## src/rtl/fpstk_pkg.sv

```systemverilog
package fpstk_pkg;
    typedef enum logic [2:0] {
        OP_NOP       = 3'd0,
        OP_PUSH      = 3'd1,
        OP_STORE     = 3'd2,
        OP_STORE_POP = 3'd3,
        OP_ARITH     = 3'd4,
        OP_READ      = 3'd5
    } stk_op_e;
endpackage

```

## src/rtl/fpstk_regfile.sv

```systemverilog
module fpstk_regfile #(
    parameter int WIDTH = 80,
    parameter int DEPTH = 8,
    localparam int PW = $clog2(DEPTH)
) (
    input  logic             clk,
    input  logic             rst_n,
    input  logic             wr_en,
    input  logic [PW-1:0]    wr_idx,
    input  logic [WIDTH-1:0] wr_data,
    input  logic             clr_en,
    input  logic [PW-1:0]    clr_idx,
    input  logic [PW-1:0]    idx_a,
    input  logic [PW-1:0]    idx_b,
    input  logic [PW-1:0]    idx_c,
    output logic [WIDTH-1:0] rdata_a,
    output logic [WIDTH-1:0] rdata_b,
    output logic [WIDTH-1:0] rdata_c,
    output logic [DEPTH-1:0] tags
);
    typedef struct packed {
        logic [DEPTH-1:0][WIDTH-1:0] ent;
        logic [DEPTH-1:0]            tag;
    } rf_t;

    rf_t rf_d, rf_q;

    always_comb begin
        rf_d = rf_q;
        if (wr_en) begin
            rf_d.ent[wr_idx] = wr_data;
            rf_d.tag[wr_idx] = 1'b1;
        end
        if (clr_en) begin
            rf_d.tag[clr_idx] = 1'b0;
        end
    end

    always_ff @(posedge clk or negedge rst_n) begin
        if (!rst_n) begin
            rf_q <= '0;
        end else begin
            rf_q <= rf_d;
        end
    end

    assign rdata_a = rf_q.ent[idx_a];
    assign rdata_b = rf_q.ent[idx_b];
    assign rdata_c = rf_q.ent[idx_c];
    assign tags    = rf_q.tag;

    // completion writes one slot and frees another, never the same one
    a_r8_wr_clr_disjoint: assert property (@(posedge clk) disable iff (!rst_n)
        (wr_en && clr_en) |-> (wr_idx != clr_idx));

    // a cleared slot reads back empty
    a_r6_clear_empties: assert property (@(posedge clk) disable iff (!rst_n)
        clr_en |=> !tags[$past(clr_idx)]);

    // a written slot becomes live
    a_r2_write_sets_tag: assert property (@(posedge clk) disable iff (!rst_n)
        wr_en |=> tags[$past(wr_idx)]);
endmodule

```

## src/rtl/fpstk_ctrl.sv

```systemverilog
module fpstk_ctrl
    import fpstk_pkg::*;
#(
    parameter int WIDTH = 80,
    parameter int DEPTH = 8,
    localparam int PW = $clog2(DEPTH)
) (
    input  logic             clk,
    input  logic             rst_n,
    input  logic             op_valid,
    input  logic [2:0]       op_code,
    input  logic [PW-1:0]    op_index,
    input  logic [WIDTH-1:0] push_data,
    input  logic             alu_res_valid,
    input  logic [WIDTH-1:0] alu_res_data,
    input  logic [DEPTH-1:0] tags,
    input  logic [WIDTH-1:0] rdata_c,
    output logic             wr_en,
    output logic [PW-1:0]    wr_idx,
    output logic [WIDTH-1:0] wr_data,
    output logic             clr_en,
    output logic [PW-1:0]    clr_idx,
    output logic [PW-1:0]    idx_a,
    output logic [PW-1:0]    idx_b,
    output logic [PW-1:0]    idx_c,
    output logic             op_ready,
    output logic             rd_valid,
    output logic [WIDTH-1:0] rd_data,
    output logic             overflow,
    output logic             underflow,
    output logic [PW-1:0]    top_ptr,
    output logic             alu_req_valid
);
    typedef struct packed {
        logic             busy;
        logic [PW-1:0]    top;
        logic             rd_valid;
        logic [WIDTH-1:0] rd_data;
        logic             ovf;
        logic             unf;
    } ctl_t;

    ctl_t    ctl_d, ctl_q;
    stk_op_e op;
    logic [PW-1:0] top_m1, top_p1;
    logic          accept;

    assign op     = stk_op_e'(op_code);
    assign top_m1 = ctl_q.top - 1'b1;
    assign top_p1 = ctl_q.top + 1'b1;
    assign accept = op_valid && !ctl_q.busy;

    always_comb begin
        ctl_d          = ctl_q;
        ctl_d.rd_valid = 1'b0;
        ctl_d.ovf      = 1'b0;
        ctl_d.unf      = 1'b0;
        wr_en   = 1'b0;
        wr_idx  = top_m1;
        wr_data = push_data;
        clr_en  = 1'b0;
        clr_idx = ctl_q.top;
        idx_a   = ctl_q.top;
        idx_b   = top_p1;
        idx_c   = (op == OP_READ) ? (ctl_q.top + op_index) : ctl_q.top;

        if (ctl_q.busy) begin
            if (alu_res_valid) begin
                wr_en      = 1'b1;
                wr_idx     = top_p1;
                wr_data    = alu_res_data;
                clr_en     = 1'b1;
                clr_idx    = ctl_q.top;
                ctl_d.top  = top_p1;
                ctl_d.busy = 1'b0;
            end
        end else if (accept) begin
            unique case (op)
                OP_PUSH: begin
                    if (tags[top_m1]) begin
                        ctl_d.ovf = 1'b1;
                    end else begin
                        wr_en     = 1'b1;
                        ctl_d.top = top_m1;
                    end
                end
                OP_STORE, OP_STORE_POP: begin
                    if (!tags[ctl_q.top]) begin
                        ctl_d.unf = 1'b1;
                    end else begin
                        ctl_d.rd_valid = 1'b1;
                        ctl_d.rd_data  = rdata_c;
                        if (op == OP_STORE_POP) begin
                            clr_en    = 1'b1;
                            ctl_d.top = top_p1;
                        end
                    end
                end
                OP_READ: begin
                    if (!tags[idx_c]) begin
                        ctl_d.unf = 1'b1;
                    end else begin
                        ctl_d.rd_valid = 1'b1;
                        ctl_d.rd_data  = rdata_c;
                    end
                end
                OP_ARITH: begin
                    if (!(tags[ctl_q.top] && tags[top_p1])) begin
                        ctl_d.unf = 1'b1;
                    end else begin
                        ctl_d.busy = 1'b1;
                    end
                end
                default: ;
            endcase
        end
    end

    always_ff @(posedge clk or negedge rst_n) begin
        if (!rst_n) begin
            ctl_q <= '0;
        end else begin
            ctl_q <= ctl_d;
        end
    end

    assign op_ready      = !ctl_q.busy;
    assign rd_valid      = ctl_q.rd_valid;
    assign rd_data       = ctl_q.rd_data;
    assign overflow      = ctl_q.ovf;
    assign underflow     = ctl_q.unf;
    assign top_ptr       = ctl_q.top;
    assign alu_req_valid = ctl_q.busy;

    // a refused push moves nothing and flags overflow
    a_r3_no_overflow_move: assert property (@(posedge clk) disable iff (!rst_n)
        (accept && op == OP_PUSH && tags[top_m1]) |=> ($stable(top_ptr) && overflow));

    // while waiting for a result the pointer is frozen
    a_r10_busy_frozen: assert property (@(posedge clk) disable iff (!rst_n)
        (alu_req_valid && !alu_res_valid) |=> ($stable(top_ptr) && alu_req_valid));

    // completion pops one net entry and ends the request
    a_r8_complete_step: assert property (@(posedge clk) disable iff (!rst_n)
        (alu_req_valid && alu_res_valid) |=>
            (top_ptr == $past(top_ptr) + 1'b1 && !alu_req_valid));

    // a store from an empty top reports underflow without data
    a_r9_store_underflow: assert property (@(posedge clk) disable iff (!rst_n)
        (accept && (op == OP_STORE || op == OP_STORE_POP) && !tags[top_ptr])
            |=> (underflow && !rd_valid && $stable(top_ptr)));

    // flags are never raised together
    a_r1_flags_exclusive: assert property (@(posedge clk) disable iff (!rst_n)
        !(overflow && underflow) && !(rd_valid && underflow));
endmodule

```

## src/rtl/fp_reg_stack.sv

```systemverilog
module fp_reg_stack #(
    parameter int WIDTH = 80,
    parameter int DEPTH = 8,
    localparam int PW = $clog2(DEPTH)
) (
    input  logic             clk,
    input  logic             rst_n,
    input  logic             op_valid,
    input  logic [2:0]       op_code,
    input  logic [PW-1:0]    op_index,
    input  logic [WIDTH-1:0] push_data,
    output logic             op_ready,
    output logic             rd_valid,
    output logic [WIDTH-1:0] rd_data,
    output logic             overflow,
    output logic             underflow,
    output logic [PW-1:0]    top_ptr,
    output logic             alu_req_valid,
    output logic [WIDTH-1:0] alu_opa,
    output logic [WIDTH-1:0] alu_opb,
    input  logic             alu_res_valid,
    input  logic [WIDTH-1:0] alu_res_data
);
    logic             wr_en, clr_en;
    logic [PW-1:0]    wr_idx, clr_idx, idx_a, idx_b, idx_c;
    logic [WIDTH-1:0] wr_data, rdata_c;
    logic [DEPTH-1:0] tags;

    fpstk_regfile #(.WIDTH(WIDTH), .DEPTH(DEPTH)) u_rf (
        .clk     (clk),
        .rst_n   (rst_n),
        .wr_en   (wr_en),
        .wr_idx  (wr_idx),
        .wr_data (wr_data),
        .clr_en  (clr_en),
        .clr_idx (clr_idx),
        .idx_a   (idx_a),
        .idx_b   (idx_b),
        .idx_c   (idx_c),
        .rdata_a (alu_opa),
        .rdata_b (alu_opb),
        .rdata_c (rdata_c),
        .tags    (tags)
    );

    fpstk_ctrl #(.WIDTH(WIDTH), .DEPTH(DEPTH)) u_ctrl (
        .clk           (clk),
        .rst_n         (rst_n),
        .op_valid      (op_valid),
        .op_code       (op_code),
        .op_index      (op_index),
        .push_data     (push_data),
        .alu_res_valid (alu_res_valid),
        .alu_res_data  (alu_res_data),
        .tags          (tags),
        .rdata_c       (rdata_c),
        .wr_en         (wr_en),
        .wr_idx        (wr_idx),
        .wr_data       (wr_data),
        .clr_en        (clr_en),
        .clr_idx       (clr_idx),
        .idx_a         (idx_a),
        .idx_b         (idx_b),
        .idx_c         (idx_c),
        .op_ready      (op_ready),
        .rd_valid      (rd_valid),
        .rd_data       (rd_data),
        .overflow      (overflow),
        .underflow     (underflow),
        .top_ptr       (top_ptr),
        .alu_req_valid (alu_req_valid)
    );
endmodule

```

## config.mk

```make
export PLATFORM = sky130hd
export DESIGN_NAME = fp_reg_stack
export DESIGN_NICKNAME = d
export VERILOG_FILES = /design/src/rtl/fpstk_pkg.sv /design/src/rtl/fpstk_regfile.sv /design/src/rtl/fpstk_ctrl.sv /design/src/rtl/fp_reg_stack.sv
export SDC_FILE = /design/constraint.sdc
export NUM_CORES = 2
export LEC_CHECK = 0
export ABC_AREA = 0
export BUFFER_PORTS_ARGS = -buffer_cell sky130_fd_sc_hd__buf_2
export CAP_MARGIN = 20
export CORE_ASPECT_RATIO = 2
export CORE_UTILIZATION = 45
export CTS_BUF_LIST = sky130_fd_sc_hd__clkbuf_8
export DETAILED_ROUTE_END_ITERATION = 6
export PLACE_DENSITY = 0.71
export SLEW_MARGIN = 20
export SYNTH_ARGS = -nofsm -noshare
export SYNTH_HDL_FRONTEND = slang
export SYNTH_SLANG_ARGS = --single-unit
```

## constraint.sdc

```tcl
create_clock -name clk -period 8 [get_ports clk]
set_input_delay 0.8 -clock clk [delete_from_list [all_inputs] [get_ports clk]]
set_output_delay 0.8 -clock clk [all_outputs]
set_load 0.02 [all_outputs]
```

==> impl_metrics.tcl <==
set metrics [dict create \
    status "complete, but fails checks" \
    violations "DRC" \
    p_comb_share_pct 52.3 \
    setup_tns_ns 0 \
    dp_cells 5817 \
    p_leak_nw 20.9 \
    crit_start "u_ctrl.idx_a[1]$_DFFE_PN0P_" \
    routed_wl_mm 162 \
    chipHeight_um 435 \
    placed_area_um2 45000 \
    start_util_pct 45.5 \
    tightest_slew_ns 1.21 \
    route.detailed.drc 20 \
    die_w_um 219 \
    placeableCoreArea_um2 92900 \
    ant_nets 0 \
    cts_tree "built" \
    gp_congestion 0.891 \
    n_fill_cell 8699 \
    power_mw 21.3 \
    grt_pass1_vias 39400 \
    grt_overflow_total 0 \
    ys_seq_area_share_pct 43.5 \
    place_hpwl_mm 91.2 \
    max_freq_ghz 0.170 \
    whs_ns 0.119 \
    cp-end-kind "output pin" \
    pwr_density_cell_nw_per_um2 448 \
    synthesis.area_um2 42200 \
    timing.rr.end "u_ctrl.rd_data[32]$_DFFE_PN0P_" \
    pre_cts_ws_ns 2.96 \
    cell_internal_pwr_mw 11.1 \
    max_slew_margin_pct 19.5 \
    portBuffers 417 \
    cts_setup_buffers 0 \
    hold_violations 0 \
    startpoint_type "flip-flop" \
    setup_viol 0 \
    grt_antenna_before_repair 6 \
    ys.flop_type "dfrtp_1" \
    yosysTopAreaCell "dfrtp_1" \
    wl_per_cell_um 26.9 \
    min_path_type "in -> async" \
    min_period_over_period_pct 73.4 \
    clk_latency_ns 0.82 \
    grt_max_degree 181 \
    synth_area_leaders "dfrtp_1 44%, mux4_2 8.8%, a22oi_1 6.6%" \
    yosys.area.top_type_share_pct 43.5 \
    final_cell_mix "733 x dfrtp_1, 667 x nand2_1, 416 x buf_2" \
    root_buffer "clkbuf_8" \
    cts.repair.resized 0 \
    finClkSkew_ns 0.0418 \
    syn_inst 4582 \
    syn_to_final_growth_pct 12.4 \
    required_ns 7.20 \
    via_per_inst 6.72 \
    swShare_pct 47.6 \
    cp-endpoint "alu_opb[48]" \
    pwr-share-seq_pct 31.9 \
    cts_htree_levels 3 \
    vdd_drop_max_mv 0.364 \
    hold_buffers 0 \
    worstPathMaxFanout 38 \
    cts_buffers 109 \
    rows 158 \
    drt_iter0_drc 4637 \
    ys_ff_latch 735 \
    ys_types 47 \
    first_pass_iters 7 \
    synthArstFlopShare_pct 100 \
    stdcell_area_um2 47500 \
    finalCriticalPeriod_ns 5.87 \
    worst_slack_ns 2.13 \
    drv_cap 0 \
    critPathKind "reg -> out" \
    yosys_warnings 0 \
    regToRegSetupSlack_ns 2.92 \
    drive_above_1_share_pct 18.2 \
    syn_nets 4756 \
    ios 418 \
    rsz0062_at_grt "no" \
    nets 4903 \
    dieArea_um2 95200 \
    final_common_cell "dfrtp_1" \
    vias 40500 \
    avgSynthCellArea_um2 9.22 \
    final_max_slew_viol_count 0 \
    synth_edf_count 0 \
    p_clk_share_pct 15.8 \
    rr_worst_depth 11 \
    grt_pass1_wl_mm 243 \
    rr_startpoint "u_ctrl.idx_a[1]$_DFFE_PN0P_" \
    clk_pin_slew_ns 0.07 \
    final_core_util_pct 51.1 \
    cts_sinks 735 \
    p_sw_mw 10.1 \
    track_usage_pct 33.7 \
    finalNonFillerCells 6024 \
    cts_buffer_depth 3 \
    cp.arrival_ns 5.07 \
]
## worst max-delay path, cell delays in order, from the launching register on
cell	delay, ns
dfrtp_1	0.66
clkinv_1	0.46
ha_4	0.64
buf_4	0.68
buf_4	0.77
mux4_2	0.59
nand2_1	0.08
nand2_1	0.14
buf_2	0.19
## worst min path at each step
stage | cells past startpoint | end | slack [ns]
6_report | 1 | u_rf.rf_q[443]$_DFFE_PN0P_ | 0.12
3_5_place_dp | 1 | u_ctrl.rd_data[3]$_DFFE_PN0P_ | 0.47
4_1_cts | 1 | u_rf.rf_q[443]$_DFFE_PN0P_ | 0.10
3_3_place_gp | 1 | u_ctrl.rd_data[68]$_DFFE_PN0P_ | 0.46
5_1_grt | 1 | u_rf.rf_q[443]$_DFFE_PN0P_ | 0.15
2_1_floorplan | 2 | u_rf.rf_q[265]$_DFFE_PN0P_ | 0.48
## sequential cells by signal, indices dropped and copies added (netlist names)
signal	count
u_ctrl.overflow	1
u_ctrl.rd_valid	1
u_rf.tags	8
u_ctrl.idx_a	3
u_ctrl.underflow	1
u_ctrl.alu_req_valid	1
u_rf.rf_q	640
u_ctrl.rd_data	80
## cells by family after synthesis
group	synth area share [%]
flops	43.5
compound gates	21.2
xor+xnor	0.166
fa+ha+maj	0.136
mux	13.2
simple gates	17.4
buf+inv	4.29
## Yosys cell counts (all sizes together), types with 2 or more instances
library cell  count
o21ai           374
xor2              3
nand2           673
mux2i            90
a22o             25
a211oi          270
mux4            166
a22oi           371
buf             101
nor2            337
inv               5
clkbuf          356
and2              4
nand2b          105
nor4             55
nor2b             3
mux2             83
nand3            51
a31oi            52
a32o              2
xnor2             5
and3            222
ha                3
or3               4
a21oi           332
dfrtp           735
nor3             58
nand4            83
## power by group through the flow
stage	registers [mW]	logic (mW)	clock network, mW
after global placement	6.70	10.8	0
after detailed placement	6.75	10.9	0
final	6.78	11.1	3.36
after CTS	6.68	11.0	3.40
after floorplan	6.36	7.33	0
after global routing	6.91	11.9	3.56
## per-layer routing
layer	vias to the layer above	routed length, um	global-route usage [%]
li1	17300	-	-
met1	19700	60000	42.2
met2	2840	75100	53.2
met3	698	17700	7.81
met4	6	9310	18.9
met5	-	35	0
## area by class of cell
class                           instances  area, um2  share of cell area [%]
Timing Repair Buffer                  493       2850                    6.00
Inverter                                6       22.5                  0.0474
Sequential cell                       735      18400                    38.8
Clock inverter                         54        324                   0.683
Clock buffer                          150       2060                    4.35
Antenna cell                            2       5.00                  0.0105
Multi-Input combinational cell       3384      22300                    47.0
Tap cell                             1200       1500                    3.16
(Power assumes the default switching activity.)
